===== src/rtl/sdram_lp_pkg.sv =====
`timescale 1ns/100ps
package sdram_lp_pkg;

  localparam int CMD_W = 3;

  // {ras_n, cas_n, we_n}
  localparam logic [CMD_W-1:0] CMD_NOP = 3'b111;
  localparam logic [CMD_W-1:0] CMD_PRE = 3'b010;
  localparam logic [CMD_W-1:0] CMD_REF = 3'b001;
  localparam logic [CMD_W-1:0] CMD_BST = 3'b110;

  typedef enum logic [3:0] {
    ST_ACTIVE   = 4'd0,
    ST_SR_WAIT  = 4'd1,
    ST_SR_PRE   = 4'd2,
    ST_SR_ENTER = 4'd3,
    ST_SR_HOLD  = 4'd4,
    ST_SR_XNOP  = 4'd5,
    ST_SR_XREF  = 4'd6,
    ST_DP_WAIT  = 4'd7,
    ST_DP_PRE   = 4'd8,
    ST_DP_ENTER = 4'd9,
    ST_DP_HOLD  = 4'd10,
    ST_DP_EXIT  = 4'd11
  } lp_state_e;

endpackage


===== src/rtl/sdram_lp_exit_cnt.sv =====
`timescale 1ns/100ps
module sdram_lp_exit_cnt #(
  parameter int W = 8
) (
  input  logic         clk_i,
  input  logic         rst_ni,
  input  logic         load_i,
  input  logic [W-1:0] val_i,
  input  logic         dec_i,
  output logic         last_o
);

  localparam logic [W-1:0] ONE = W'(1);

  logic [W-1:0] cnt_q;

  always_ff @(posedge clk_i or negedge rst_ni) begin
    if (!rst_ni)     cnt_q <= '0;
    else if (load_i) cnt_q <= val_i;
    else if (dec_i)  cnt_q <= cnt_q - ONE;
  end

  // zero behaves as one cycle
  assign last_o = (cnt_q <= ONE);


  cnt_dec_chk: assert property (@(posedge clk_i) disable iff (!rst_ni)
    (dec_i && !load_i) |=> (cnt_q == $past(cnt_q) - ONE));

endmodule


===== src/rtl/sdram_lp_ref_pend.sv =====
`timescale 1ns/100ps
module sdram_lp_ref_pend (
  input  logic clk_i,
  input  logic rst_ni,
  input  logic tick_i,
  input  logic serve_i,
  input  logic drop_i,
  output logic pend_o
);

  logic pend_q;

  // only hard reset clears; soft reset never reaches here
  always_ff @(posedge clk_i or negedge rst_ni) begin
    if (!rst_ni)      pend_q <= 1'b0;
    else if (drop_i)  pend_q <= 1'b0;
    else if (tick_i)  pend_q <= 1'b1;
    else if (serve_i) pend_q <= 1'b0;
  end

  assign pend_o = pend_q;


  tick_held_chk: assert property (@(posedge clk_i) disable iff (!rst_ni)
    (tick_i && !drop_i) |=> pend_o);


  tick_drop_chk: assert property (@(posedge clk_i) disable iff (!rst_ni)
    drop_i |=> !pend_o);

endmodule


===== src/rtl/sdram_lp_fsm.sv =====
`timescale 1ns/100ps
module sdram_lp_fsm
  import sdram_lp_pkg::*;
(
  input  logic      clk_i,
  input  logic      rst_ni,
  input  logic      sref_req_i,
  input  logic      dp_req_i,
  input  logic      idle_i,
  input  logic      cnt_last_i,
  output lp_state_e state_o,
  output logic      cnt_load_o,
  output logic      cnt_dec_o,
  output logic      init_set_o
);

  lp_state_e st_q, st_d;

  always_comb begin
    st_d       = st_q;
    cnt_load_o = 1'b0;
    cnt_dec_o  = 1'b0;
    init_set_o = 1'b0;
    unique case (st_q)
      ST_ACTIVE: begin
        if (dp_req_i)        st_d = ST_DP_WAIT;
        else if (sref_req_i) st_d = ST_SR_WAIT;
      end
      ST_SR_WAIT: begin
        if (dp_req_i)         st_d = ST_DP_WAIT;
        else if (!sref_req_i) st_d = ST_ACTIVE;
        else if (idle_i)      st_d = ST_SR_PRE;
      end
      ST_SR_PRE:   st_d = ST_SR_ENTER;
      ST_SR_ENTER: st_d = ST_SR_HOLD;
      ST_SR_HOLD: begin
        if (!sref_req_i) begin
          st_d       = ST_SR_XNOP;
          cnt_load_o = 1'b1;
        end
      end
      ST_SR_XNOP: begin
        if (cnt_last_i) st_d = ST_SR_XREF;
        else            cnt_dec_o = 1'b1;
      end
      ST_SR_XREF: st_d = ST_ACTIVE;
      ST_DP_WAIT: begin
        if (!dp_req_i)   st_d = ST_ACTIVE;
        else if (idle_i) st_d = ST_DP_PRE;
      end
      ST_DP_PRE:   st_d = ST_DP_ENTER;
      ST_DP_ENTER: st_d = ST_DP_HOLD;
      ST_DP_HOLD: begin
        if (!dp_req_i) begin
          st_d       = ST_DP_EXIT;
          init_set_o = 1'b1;
        end
      end
      ST_DP_EXIT: st_d = ST_ACTIVE;
      default:    st_d = ST_ACTIVE;
    endcase
  end

  always_ff @(posedge clk_i or negedge rst_ni) begin
    if (!rst_ni) st_q <= ST_ACTIVE;
    else         st_q <= st_d;
  end

  assign state_o = st_q;


  dp_priority_chk: assert property (@(posedge clk_i) disable iff (!rst_ni)
    (st_q == ST_ACTIVE && dp_req_i) |=> (st_q == ST_DP_WAIT));


  sref_ignored_chk: assert property (@(posedge clk_i) disable iff (!rst_ni)
    (st_q == ST_DP_HOLD && dp_req_i) |=> (st_q == ST_DP_HOLD));

endmodule


===== src/rtl/sdram_lp_seq.sv =====
`timescale 1ns/100ps
module sdram_lp_seq
  import sdram_lp_pkg::*;
#(
  parameter int EXIT_W = 8
) (
  input  logic              clk_i,
  input  logic              rst_ni,
  input  logic              soft_rst_i,
  input  logic              sw_sref_req_i,
  input  logic              pmu_sref_req_i,
  input  logic              deep_sleep_i,
  input  logic [EXIT_W-1:0] exit_cnt_i,
  input  logic              cmd_idle_i,
  input  logic              ref_tick_i,
  input  logic [2:0]        norm_cmd_i,
  input  logic              init_done_i,
  input  logic              st_req_i,
  output logic              cke_o,
  output logic [2:0]        cmd_o,
  output logic              sref_ack_o,
  output logic              dpd_ack_o,
  output logic              init_req_o,
  output logic              st_gnt_o
);

  lp_state_e state;
  logic      sref_req;
  logic      cnt_load, cnt_dec, cnt_last, init_set;
  logic      pend, serve, drop;
  logic      init_q, gnt_q;
  logic [CMD_W-1:0] norm_gated;

  assign sref_req = sw_sref_req_i | pmu_sref_req_i;

  sdram_lp_fsm u_fsm (
    .clk_i      (clk_i),
    .rst_ni     (rst_ni),
    .sref_req_i (sref_req),
    .dp_req_i   (deep_sleep_i),
    .idle_i     (cmd_idle_i),
    .cnt_last_i (cnt_last),
    .state_o    (state),
    .cnt_load_o (cnt_load),
    .cnt_dec_o  (cnt_dec),
    .init_set_o (init_set)
  );

  sdram_lp_exit_cnt #(.W(EXIT_W)) u_exit_cnt (
    .clk_i  (clk_i),
    .rst_ni (rst_ni),
    .load_i (cnt_load),
    .val_i  (exit_cnt_i),
    .dec_i  (cnt_dec),
    .last_o (cnt_last)
  );

  assign serve = (state == ST_ACTIVE) && pend;
  assign drop  = (state == ST_DP_PRE) || (state == ST_DP_ENTER) ||
                 (state == ST_DP_HOLD) || (state == ST_DP_EXIT);

  sdram_lp_ref_pend u_ref_pend (
    .clk_i   (clk_i),
    .rst_ni  (rst_ni),
    .tick_i  (ref_tick_i),
    .serve_i (serve),
    .drop_i  (drop),
    .pend_o  (pend)
  );

  assign norm_gated = soft_rst_i ? CMD_NOP : norm_cmd_i;

  always_comb begin
    unique case (state)
      ST_ACTIVE:               cmd_o = pend ? CMD_REF : norm_gated;
      ST_SR_WAIT, ST_DP_WAIT:  cmd_o = norm_gated;
      ST_SR_PRE, ST_DP_PRE:    cmd_o = CMD_PRE;
      ST_SR_ENTER, ST_SR_XREF: cmd_o = CMD_REF;
      ST_DP_ENTER:             cmd_o = CMD_BST;
      default:                 cmd_o = CMD_NOP;
    endcase
  end

  assign cke_o = !((state == ST_SR_ENTER) || (state == ST_SR_HOLD) ||
                   (state == ST_DP_ENTER) || (state == ST_DP_HOLD));

  assign sref_ack_o = (state == ST_SR_HOLD) || (state == ST_SR_XNOP) ||
                      (state == ST_SR_XREF);
  assign dpd_ack_o  = (state == ST_DP_HOLD);

  always_ff @(posedge clk_i or negedge rst_ni) begin
    if (!rst_ni) begin
      init_q <= 1'b0;
      gnt_q  <= 1'b0;
    end else begin
      gnt_q <= st_req_i;
      if (init_set)         init_q <= 1'b1;
      else if (init_done_i) init_q <= 1'b0;
    end
  end

  assign init_req_o = init_q;
  assign st_gnt_o   = gnt_q;


  ack_after_entry_chk: assert property (@(posedge clk_i) disable iff (!rst_ni)
    $rose(sref_ack_o) |-> (!cke_o && $past(cmd_o) == CMD_REF));


  cke_fall_cmd_chk: assert property (@(posedge clk_i) disable iff (!rst_ni)
    $fell(cke_o) |-> (cmd_o == CMD_REF || cmd_o == CMD_BST));


  cke_rise_nop_chk: assert property (@(posedge clk_i) disable iff (!rst_ni)
    $rose(cke_o) |-> (cmd_o == CMD_NOP));


  dpd_no_ref_chk: assert property (@(posedge clk_i) disable iff (!rst_ni)
    dpd_ack_o |-> (cmd_o != CMD_REF && !cke_o));


  ack_clear_chk: assert property (@(posedge clk_i) disable iff (!rst_ni)
    $fell(sref_ack_o) |-> (cke_o && $past(cmd_o) == CMD_REF));


  st_grant_chk: assert property (@(posedge clk_i) disable iff (!rst_ni)
    st_req_i |=> st_gnt_o);


  init_hold_chk: assert property (@(posedge clk_i) disable iff (!rst_ni)
    (init_req_o && !init_done_i) |=> init_req_o);

endmodule


===== config.mk =====
export PLATFORM = sky130hd
export DESIGN_NAME = sdram_lp_seq
export DESIGN_NICKNAME = d
export VERILOG_FILES = /design/src/rtl/sdram_lp_pkg.sv /design/src/rtl/sdram_lp_exit_cnt.sv /design/src/rtl/sdram_lp_ref_pend.sv /design/src/rtl/sdram_lp_fsm.sv /design/src/rtl/sdram_lp_seq.sv
export SDC_FILE = /design/constraint.sdc
export NUM_CORES = 1
export LEC_CHECK = 0
export BUFFER_PORTS_ARGS = -buffer_cell sky130_fd_sc_hd__buf_2
export CAP_MARGIN = 30
export CORE_UTILIZATION = 43
export DETAILED_ROUTE_END_ITERATION = 12
export PLACE_DENSITY = 0.76
export RECOVER_POWER = 100
export SYNTH_ARGS = -nofsm -noshare
export SYNTH_HDL_FRONTEND = slang
export SYNTH_SLANG_ARGS = --single-unit
export TNS_END_PERCENT = 50

===== constraint.sdc =====
create_clock -name clk_i -period 2.1 [get_ports clk_i]
set_input_delay 0.105 -clock clk_i [delete_from_list [all_inputs] [get_ports clk_i]]
set_output_delay 0.105 -clock clk_i [all_outputs]
set_load 0.03 [all_outputs]

==> results of run 1 <==
==> cells in the mapped netlist, drive strengths merged (2+ instances only) <==
master | n | area share, %
xor2 | 3 | 2.4
mux2i | 3 | 2.7
nor3 | 7 | 3.2
xnor2 | 3 | 2.4
nor2b | 2 | 1.1
clkbuf | 9 | 3.1
inv | 5 | 1.7
nand2 | 10 | 3.4
a211oi | 2 | 1.4
o31a | 2 | 1.6
nand2b | 3 | 1.7
ha | 2 | 2.3
or3 | 4 | 2.8
o211ai | 3 | 2.0
nor2 | 18 | 6.1
nor3b | 3 | 2.0
o21ai | 7 | 3.2
o31ai | 2 | 1.4
nand3 | 2 | 0.91
or2 | 2 | 1.4
a21oi | 14 | 6.4
o32ai | 2 | 2.3
dfrtp | 15 | 34
==> flip-flops by register name (all words and copies together) (netlist names) <==
register	cells
u_fsm.state_o	4
init_req_o	1
u_ref_pend.pend_o	1
u_exit_cnt.cnt_q	8
st_gnt_o	1
==> stage by stage <==
stage	total power [µW]	hold WS, ns
floorplan	1384	-0.1906
global placement	1579	0.02353
detailed placement	1624	0.02647
CTS	1802	0.03477
global route	1963	0.02723
finish	1783	0.03881
==> worst max-delay path: stages, from the launching register on <==
cell and delay [ns]:
dfrtp_1 0.54, nand2b_1 0.30, a21oi_1 0.19, a21oi_1 0.08, o32a_1 0.27, buf_2 0.17
==> power groups by stage <==
stage | Sequential (µW) | Combinational, µW | Clock, µW
after CTS | 532 | 1100 | 171
after floorplan | 483 | 901 | 0
after detailed placement | 537 | 1090 | 0
final | 537 | 1080 | 165
after global placement | 527 | 1050 | 0
after global routing | 561 | 1220 | 186
==> cells by family after synthesis <==
logic type / count (synthesis) / share of synthesized area (%)
flops: 15 / 34.17
simple gates: 55 / 26.08
mux: 4 / 3.759
xor+xnor: 6 / 4.784
compound gates: 38 / 23.12
fa+ha+maj: 2 / 2.278
buf+inv: 15 / 5.809
==> cell usage in the layout (no fill, tap or decap), drive strengths merged, types with 3 or more instances in the layout <==
master / count
nor2: 18
o21ai: 7
nor3: 7
xnor2: 3
nand2: 10
inv: 5
mux2i: 3
dlygate4sd3: 3
nor3b: 3
xor2: 3
nand2b: 3
buf: 23
or3: 4
dfrtp: 15
clkbuf: 14
o211ai: 3
a21oi: 14
==> layer usage <==
| layer | global-route usage [%] | vias up | share of wire, % | wire length (µm) |
|---|---|---|---|---|
| met4 | 4.825 | 0 | 0.48 | 12 |
| met2 | 34.18 | 21 | 47 | 1161 |
| met5 | 0 | - | 0 | 0 |
| li1 | - | 542 | - | - |
| met1 | 30.40 | 504 | 48 | 1200 |
| met3 | 6.667 | 2 | 4.2 | 104 |
==> area by class of cell <==
cell class / instances / area [µm²] / share of cell area, %
repair buffers: 36 / 191.4 / 14.66
multi-input cells: 105 / 659.4 / 50.48
clock buffers: 4 / 26.28 / 2.011
well taps: 28 / 35.03 / 2.682
flip-flops and latches: 15 / 375.4 / 28.74
inverters: 5 / 18.77 / 1.437
==> final timing paths <==
kind	cells after the start	slack, ns	to
max	5	0.15	cmd_o[0]
min	2	0.04	u_ref_pend.pend_o
max reg2reg	4	0.18	u_fsm.state_o[2]
min reg2reg	2	0.53	init_req_o
max in group asynchronous	2	1.16	u_exit_cnt.cnt_q[5]
min in group asynchronous	2	0.43	u_fsm.state_o[3]
==> what timing repair did <==
action | in CTS | in global routing
hold endpoints to repair | 17 | 0
resized for setup | 0 | 0
hold buffers | 3 | 0
==> metrics.yaml, run 1 <==
status: "finished clean"
switching_share_pct: 47.86
required_ns: 2.00
fin_crit_ns: 1.948
root_buffer: "clkbuf_4"
slew_viol_final: 0
ys.flop_type: "dfrtp_1"
fin_nets: 189
synth_nets: 158
path_clk_slew_ns: 0.09
endpoint_kind: "output port"
synthCells: 135
setup_ws_ns: 0.1519
overflow: 0
power_frac_comb_pct: 60.7
clock_latency_ns: 0.28
ys_warn_count: 0
nFillCells: 224
min_from: "ref_tick_i"
synthArstFlopShare_pct: 100.0
relSlewSlack_pct: 45.17
vias: 1069
htree_levels: 1
antenna_found_initial: 0
r2r_start: "u_exit_cnt.cnt_q[5]"
dpl_cell_area_um2: 1266
clkPwrFrac_pct: 9.2
area_growth_syn_to_layout_pct: 18.91
rsz0062_at_grt: "no"
critPathLaunch: "u_fsm.state_o[3]"
yosysUniqueCellTypes: 39
fin_util_pct: 56.34
path_max_fanout: 15
tns_ns: 0
rows: 17
wl_per_cell_um: 12.84
fin_worst_skew_ns: 0.002515
core_area_um2: 2318
synth_area_per_cell_um2: 8.137
design_area_um2: 1306
max_cap_viol_count: 0
initial_core_util_pct: 47.38
die_area_um2: 2761
antenna_left: 0
place_congestion: 0.7961
finalHoldViolCount: 0
ir_drop_mv: 0.7196
dieWidth_um: 52.55
ys_ff_latch: 15
critPathArrivalTime_ns: 1.84
dp_slack_ns: 0.1903
cts_tree: "built"
antennaDiodeCount: 0
layout-drive-gt1-share_pct: 22.42
worstMarginPinSlew_ns: 0.8225
drtIter0Drc: 22
cts_setup_buffers: 0
p_leak_uw: 0.0005360
cts-buffers-inserted: 3
clkSinkCount: 15
grt_pass1_vias: 1035
p_switching_uw: 853.2
critPathLaunchType: "flop"
syn_area_um2: 1099
grt_first_pass_wirelength_um: 4505
ys_seq_area_share_pct: 34.17
first_pass_iters: 4
dp.final_hpwl_um: 1809
synth_edf_count: 0
min_period_over_period_pct: 92.77
io_buffers: 28
grt.total_usage_pct: 22.19
grt_max_degree: 22
io_pins: 29
instances_no_fill: 193
clk_path_buf_depth: 2
drcViolationCount: 0
hold_class: "in -> reg"
routed_wl_um: 2479
chipHeight_um: 52.55
routed_via_density: 5.539
power.density_nw_per_um2: 1365
internal_power_uw: 929.5
worstSetupPathType: "reg -> out"
fmax_mhz: 513.3
p_seq_share_pct: 30.1
setup_violations: 0
dp_cells: 186
No activity file was read; power rests on OpenSTA's default activity.
==> run 2, diff against run 1 <==
Settings changed: PLACE_DENSITY 0.76 to 0.75, SYNTH_HIERARCHICAL set to 1.
==> metrics.yaml, run 2 <==
status: "complete, but fails checks"
violations: "negative setup slack"
setup_violations: 10  # +10
die_area_um2: 3066  # +11%
tns_ns: -1.333  # -1.333 ns
instances_no_fill: 211  # +9.3%
io_buffers: 28  # unchanged
critPathLaunchType: "flop"
netlist_top_cells_area: "dfrtp_1 (31%), buf_6 (6.4%), nand2_1 (4.0%)"
antennaDiodeCount: 0  # unchanged
power.density_nw_per_um2: 1522  # +12%
fin_worst_skew_ns: 0.003527  # +0.001013 ns
ys_top_cells_by_count: "dfrtp_1 (15), nand2_1 (13), nor2_1 (12)"
yosysUniqueCellTypes: 56  # +44%
vias: 1198  # +12%
cts_tree: "built"
grt_pass1_vias: 1130  # +9.2%
worstSetupPathType: "reg -> reg"
path_clk_slew_ns: 0.09  # about the same
endpoint_kind: "flop"
routed_wl_um: 3036  # +22%
synth_top_area_share_pct: 30.64  # -3.5 points
synthArstFlopShare_pct: 100.0  # unchanged
synth_area_per_cell_um2: 8.876  # +9.1%
required_ns: 2.28  # +0.28 ns
io_pins: 29  # unchanged
synth_edf_count: 0  # unchanged
drcViolationCount: 0  # unchanged
routed_via_density: 5.678  # +2.5%
setup_ws_ns: -0.2680  # -0.4198 ns
worstMarginPinSlew_ns: 0.8018  # -0.02068 ns
slew_viol_final: 0  # unchanged
relSlewSlack_pct: 46.54  # +1.4 points
yosysTopAreaCell: "dfrtp_1"
clkSinkCount: 15  # unchanged
fin_nets: 205  # +8.5%
area_growth_syn_to_layout_pct: 23.90
dieWidth_um: 55.37  # +5.4%
ys.flop_type: "dfrtp_1"
dp.final_hpwl_um: 2026  # +12%
core_area_um2: 2590  # +12%
largest_register: "u_exit_cnt/cnt_q"
cts-buffers-inserted: 3  # unchanged
clock_latency_ns: 0.28  # about the same
antenna_left: 0  # unchanged
rows: 18  # +1
grt_first_pass_wirelength_um: 4843  # +7.5%
fin_crit_ns: 2.368  # +0.4198 ns
path_max_fanout: 3  # -12
chipHeight_um: 55.37  # +5.4%
yosysMostFrequentCell: "dfrtp_1"
min_period_over_period_pct: 112.8  # +20 points
ys_seq_area_share_pct: 30.64  # -3.5 points
place_congestion: 0.7876  # -1.1%
critPathArrivalTime_ns: 2.55  # +0.71 ns
first_pass_iters: 4  # unchanged
initial_core_util_pct: 47.29  # -0.088 points
antenna_found_initial: 0  # unchanged
grt.total_usage_pct: 19.95  # -2.2 points
p_leak_uw: 0.0006834  # +28%
layout-drive-gt1-share_pct: 38.67  # +16 points
rsz0062_at_grt: "yes"
largest_reg_flops: 8  # unchanged
ys_warn_count: 6  # +6
overflow: 0  # unchanged
synth_nets: 161  # +1.9%
dp_cells: 201  # +8.1%
htree_levels: 1  # unchanged
drtIter0Drc: 62  # +180%
ys_ff_latch: 15  # unchanged
wl_per_cell_um: 14.39  # +12%
max_cap_viol_count: 0  # unchanged
ir_drop_mv: 0.7949  # +10%
mostFrequentLayoutCells: "buf_2 (25), buf_4 (19), dfrtp_1 (15), nand2_1 (13), nor2_1 (11)"
syn_area_um2: 1225  # +12%
root_buffer: "clkbuf_4"
clk_path_buf_depth: 2  # unchanged
final_common_cell: "buf_2"
finalHoldViolCount: 0  # unchanged
synthCells: 138  # +2.2%
hold_class: "in -> reg"
fmax_mhz: 422.3  # -18%
grt_max_degree: 22  # unchanged
dp_slack_ns: -0.07829  # -0.2686 ns
run 2: stage by stage:
step	hold WS [ns]	utilization, %	cell area (µm²)	power, µW
final	0.02017	58.60	1518	2310
after global routing	0.02751	58.60	1518	2492
after CTS	0.01082	57.54	1490	2210
after detailed placement	0.02648	54.78	1419	1987
after global placement	0.02545	54.78	1419	1918
after floorplan	-0.1906	-	1227	1640
run 2: logic make-up after synthesis:
logic type | share of synthesized area (%)
adders and majority gates | 2.043
xor gates and xnor gates | 3.575
muxes | 0.8172
buffers and inverters | 10.83
AOI/OAI and AO/OA | 22.07
and+or+nand+nor | 30.03
DFF | 30.64
run 2: final timing paths:
| check | startpoint | cells past startpoint | to | slack (ns) |
|---|---|---|---|---|
| setup reg to reg | u_exit_cnt/cnt_q[0] | 10 | u_exit_cnt/cnt_q[5] | -0.27 |
| hold reg to reg | init_req_o | 1 | init_req_o | 0.49 |
| max in group asynchronous | rst_ni | 2 | u_fsm/state_o[0] | 1.19 |
| hold / removal | exit_cnt_i[4] | 3 | u_exit_cnt/cnt_q[4] | 0.02 |
| min in group asynchronous | rst_ni | 2 | u_exit_cnt/cnt_q[6] | 0.41 |
| setup / recovery | u_exit_cnt/cnt_q[0] | 10 | u_exit_cnt/cnt_q[5] | -0.27 |
run 2: report_power, final:
part	internal [µW]	leakage, µW	switching [µW]
Combinational	740	0.000490	878
Sequential	414	0.000178	111
Clock	73.9	0.0000150	92.6
run 2: worst max-delay path, cell delays in order, from the launching register on:
cell	delay, ns
dfrtp_1	0.41
inv_2	0.06
ha_4	0.16
nor2_4	0.10
nor4_2	0.04
nor2_1	0.16
nand4b_1	0.21
inv_2	0.13
or4b_4	0.47
o31a_1	0.28
o31a_1	0.24
run 2: final cells by class:
cell class | instances | area (µm²)
flip-flops and latches | 15 | 375.4
multi-input cells | 104 | 745.7
inverters | 9 | 33.78
well taps | 30 | 37.54
repair buffers | 49 | 299.0
clock buffers | 4 | 26.28
fillers | 229 | 1072
run 2: what timing repair did:
| item | 4_1_cts | 5_1_grt |
|---|---|---|
| setup endpoints to repair | 3 | 11 |
| hold endpoints to repair | 16 | 0 |
| resized for setup | 1 | 8 |
| hold buffers | 2 | 0 |
| pin swaps | 1 | 4 |
| buffers inserted | 3 | 1 |
run 2: layer usage:
| metal | vias up | routed length (µm) | global-route usage [%] |
|---|---|---|---|
| met5 | - | 0 | 0 |
| met4 | 0 | 130 | 10.36 |
| met3 | 12 | 132 | 2.810 |
| met2 | 41 | 1529 | 34.60 |
| met1 | 557 | 1244 | 23.82 |
| li1 | 588 | - | - |
==> run 3, diff against run 2 <==
Settings changed: BUFFER_PORTS_ARGS -buffer_cell sky130_fd_sc_hd__buf_2 to not set, CORE_MARGIN set to 4, DONT_BUFFER_PORTS set to 1, PLACE_DENSITY 0.75 to 0.59.
==> metrics.yaml, run 3 (same netlist as run 2, synthesis figures left out) <==
routed_wl_um: 2676  # -12%
path_max_fanout: 3  # unchanged
hold_class: "in -> reg"
chipHeight_um: 61.37  # +11%
max_cap_viol_count: 0  # unchanged
setup_ws_ns: -0.05109  # +0.2169 ns
cts_tree: "built"
critPathArrivalTime_ns: 2.32  # -0.23 ns
grtUsageMet2_pct: 26.59  # -8.0 points
grt_first_pass_wirelength_um: 4360  # -10%
fin_worst_skew_ns: 0.007368  # +0.003840 ns
drcViolationCount: 0  # unchanged
slowest_stage: "or4b_4"
worstMarginPinSlew_ns: 0.6386  # -0.1632 ns
core_area_um2: 2734  # +5.6%
violations: "negative setup slack"
r2r_start: "u_exit_cnt/cnt_q[0]"
dp.final_hpwl_um: 1962  # -3.1%
fin_util_pct: 52.17  # -6.4 points
cts-buffers-inserted: 3  # unchanged
root_buffer: "clkbuf_4"
endpoint_kind: "flop"
required_ns: 2.27  # about the same
overflow: 0  # unchanged
gr-usage-met1_pct: 18.68  # -5.1 points
layout-drive-gt1-share_pct: 22.84  # -16 points
relSlewSlack_pct: 57.29  # +11 points
finalPower_uw: 2087  # -9.6%
fin_crit_ns: 2.151  # -0.2169 ns
die_area_um2: 3766  # +23%
fmax_mhz: 464.9  # +10%
final_common_cell: "dfrtp_1"
largest_reg_flops: 8  # unchanged
wl_per_cell_um: 13.87  # -3.6%
grt_util_met3_pct: 5.031  # +2.2 points
status: "complete, but fails checks"
routed_via_density: 5.788  # +1.9%
finalHoldViolCount: 0  # unchanged
io_buffers: 0  # -100%
antenna_left: 0  # unchanged
dieWidth_um: 61.37  # +11%
antennaDiodeCount: 0  # unchanged
first_pass_iters: 4  # unchanged
critPathLaunchType: "flop"
worstSetupPathType: "reg -> reg"
crit_family: "simple AND/OR/NAND/NOR gates"
rows: 19  # +1
rsz0062_at_grt: "yes"
grt.total_usage_pct: 15.63  # -4.3 points
initial_core_util_pct: 44.81  # -2.5 points
cpPeakStageDelay_ns: 0.46  # about the same
tns_ns: -0.05109  # +1.281 ns
power.density_nw_per_um2: 1463  # -3.9%
place_congestion: 0.7702  # -2.2%
setup_violations: 1  # -9
nFillCells: 267  # +17%
design_area_um2: 1426  # -6.0%
slew_viol_final: 0  # unchanged
vias: 1117  # -6.8%
mostFrequentLayoutCells: "dfrtp_1 (15), nand2_1 (13), buf_4 (13), nor2_1 (12), dlygate4sd3_1 (11)"
min_period_over_period_pct: 102.4  # -10 points
largest_register: "u_exit_cnt/cnt_q"
io_pins: 29  # unchanged
busiest_layer: "met2"
min_from: "exit_cnt_i[5]"
area_growth_syn_to_layout_pct: 16.45
fin_nets: 186  # -9.3%
critPathBufInv: 2  # unchanged
clock_latency_ns: 0.29  # about the same
htree_levels: 1  # unchanged
grt_pass1_vias: 1016  # -10%
clkSinkCount: 15  # unchanged
ir_drop_mv: 0.9867  # +24%
dpl_cell_area_um2: 1303  # -8.2%
drtIter0Drc: 60  # -3.2%
clk_path_buf_depth: 2  # unchanged
grt_max_degree: 22  # unchanged
critPathLaunch: "u_exit_cnt/cnt_q[0]"
p_leak_uw: 0.0006053  # -11%
path_clk_slew_ns: 0.09  # about the same
antenna_found_initial: 0  # unchanged
crit_chain: "inv_1 -> ha_2 -> nor2_1 -> nor4_1 -> nor2_1 -> nand4b_1 -> inv_2 -> or4b_4 -> o31a_1 -> o31a_1"
[run 3: changes by cell type in the layout (fill, tap and decap cells not counted), moves of 2 or more]
cell / delta
clkbuf_2: +3
inv_2: -2
buf_2: -25
buf_4: -6
dlygate4sd3_1: +9
inv_1: +2
[run 3: what timing repair did]
| item | in CTS | in global routing |
|---|---|---|
| pin swaps | 1 | 1 |
| setup endpoints to repair | 1 | 4 |
| buffers inserted | 1 | 0 |
| gates resized for setup | 0 | 2 |
| hold buffers | 11 | 0 |
| endpoints found under the hold margin | 25 | 0 |
[run 3: layer usage]
metal  share of wire, %  vias up
met2                 50       33
met4                1.3        0
met3                7.2        4
met1                 41      527
met5                  0        -
li1                   -      553
[run 3: area by class of cell]
| cell class | count | area, µm² | share of cell area, % |
|---|---|---|---|
| multi-input cells | 104 | 718.2 | 50.35 |
| flip-flops and latches | 15 | 375.4 | 26.32 |
| repair buffers | 30 | 234.0 | 16.40 |
| well taps | 31 | 38.79 | 2.719 |
| inverters | 9 | 33.78 | 2.368 |
| clock buffers | 4 | 26.28 | 1.842 |
[run 3: worst paths after layout]
path,endpoint,slack (ns),cells past startpoint
min in group asynchronous,u_fsm/state_o[0],0.27,1
min reg2reg,u_exit_cnt/cnt_q[7],0.59,2
max in group asynchronous,st_gnt_o,1.41,1
min,u_exit_cnt/cnt_q[5],0.07,2
max reg2reg,u_exit_cnt/cnt_q[5],-0.05,10
max,u_exit_cnt/cnt_q[5],-0.05,10
[run 3: metrics by stage]
step	hold slack, ns	std cells	setup WS [ns]
floorplan	-0.1906	138	-0.1032
global placement	-0.1902	177	0.004852
detailed placement	-0.1903	177	-0.05400
CTS	0.05615	193	-0.06617
global route	0.07647	193	-0.1515
finish	0.06864	193	-0.05109
[run 3: power by group]
| part | switching, µW | leakage [µW] | internal [µW] |
|---|---|---|---|
| clock network | 89.3 | 0.0000150 | 73.9 |
| registers | 82.5 | 0.000178 | 414 |
| logic | 803 | 0.000412 | 624 |
| total | 975 | 0.000605 | 1110 |
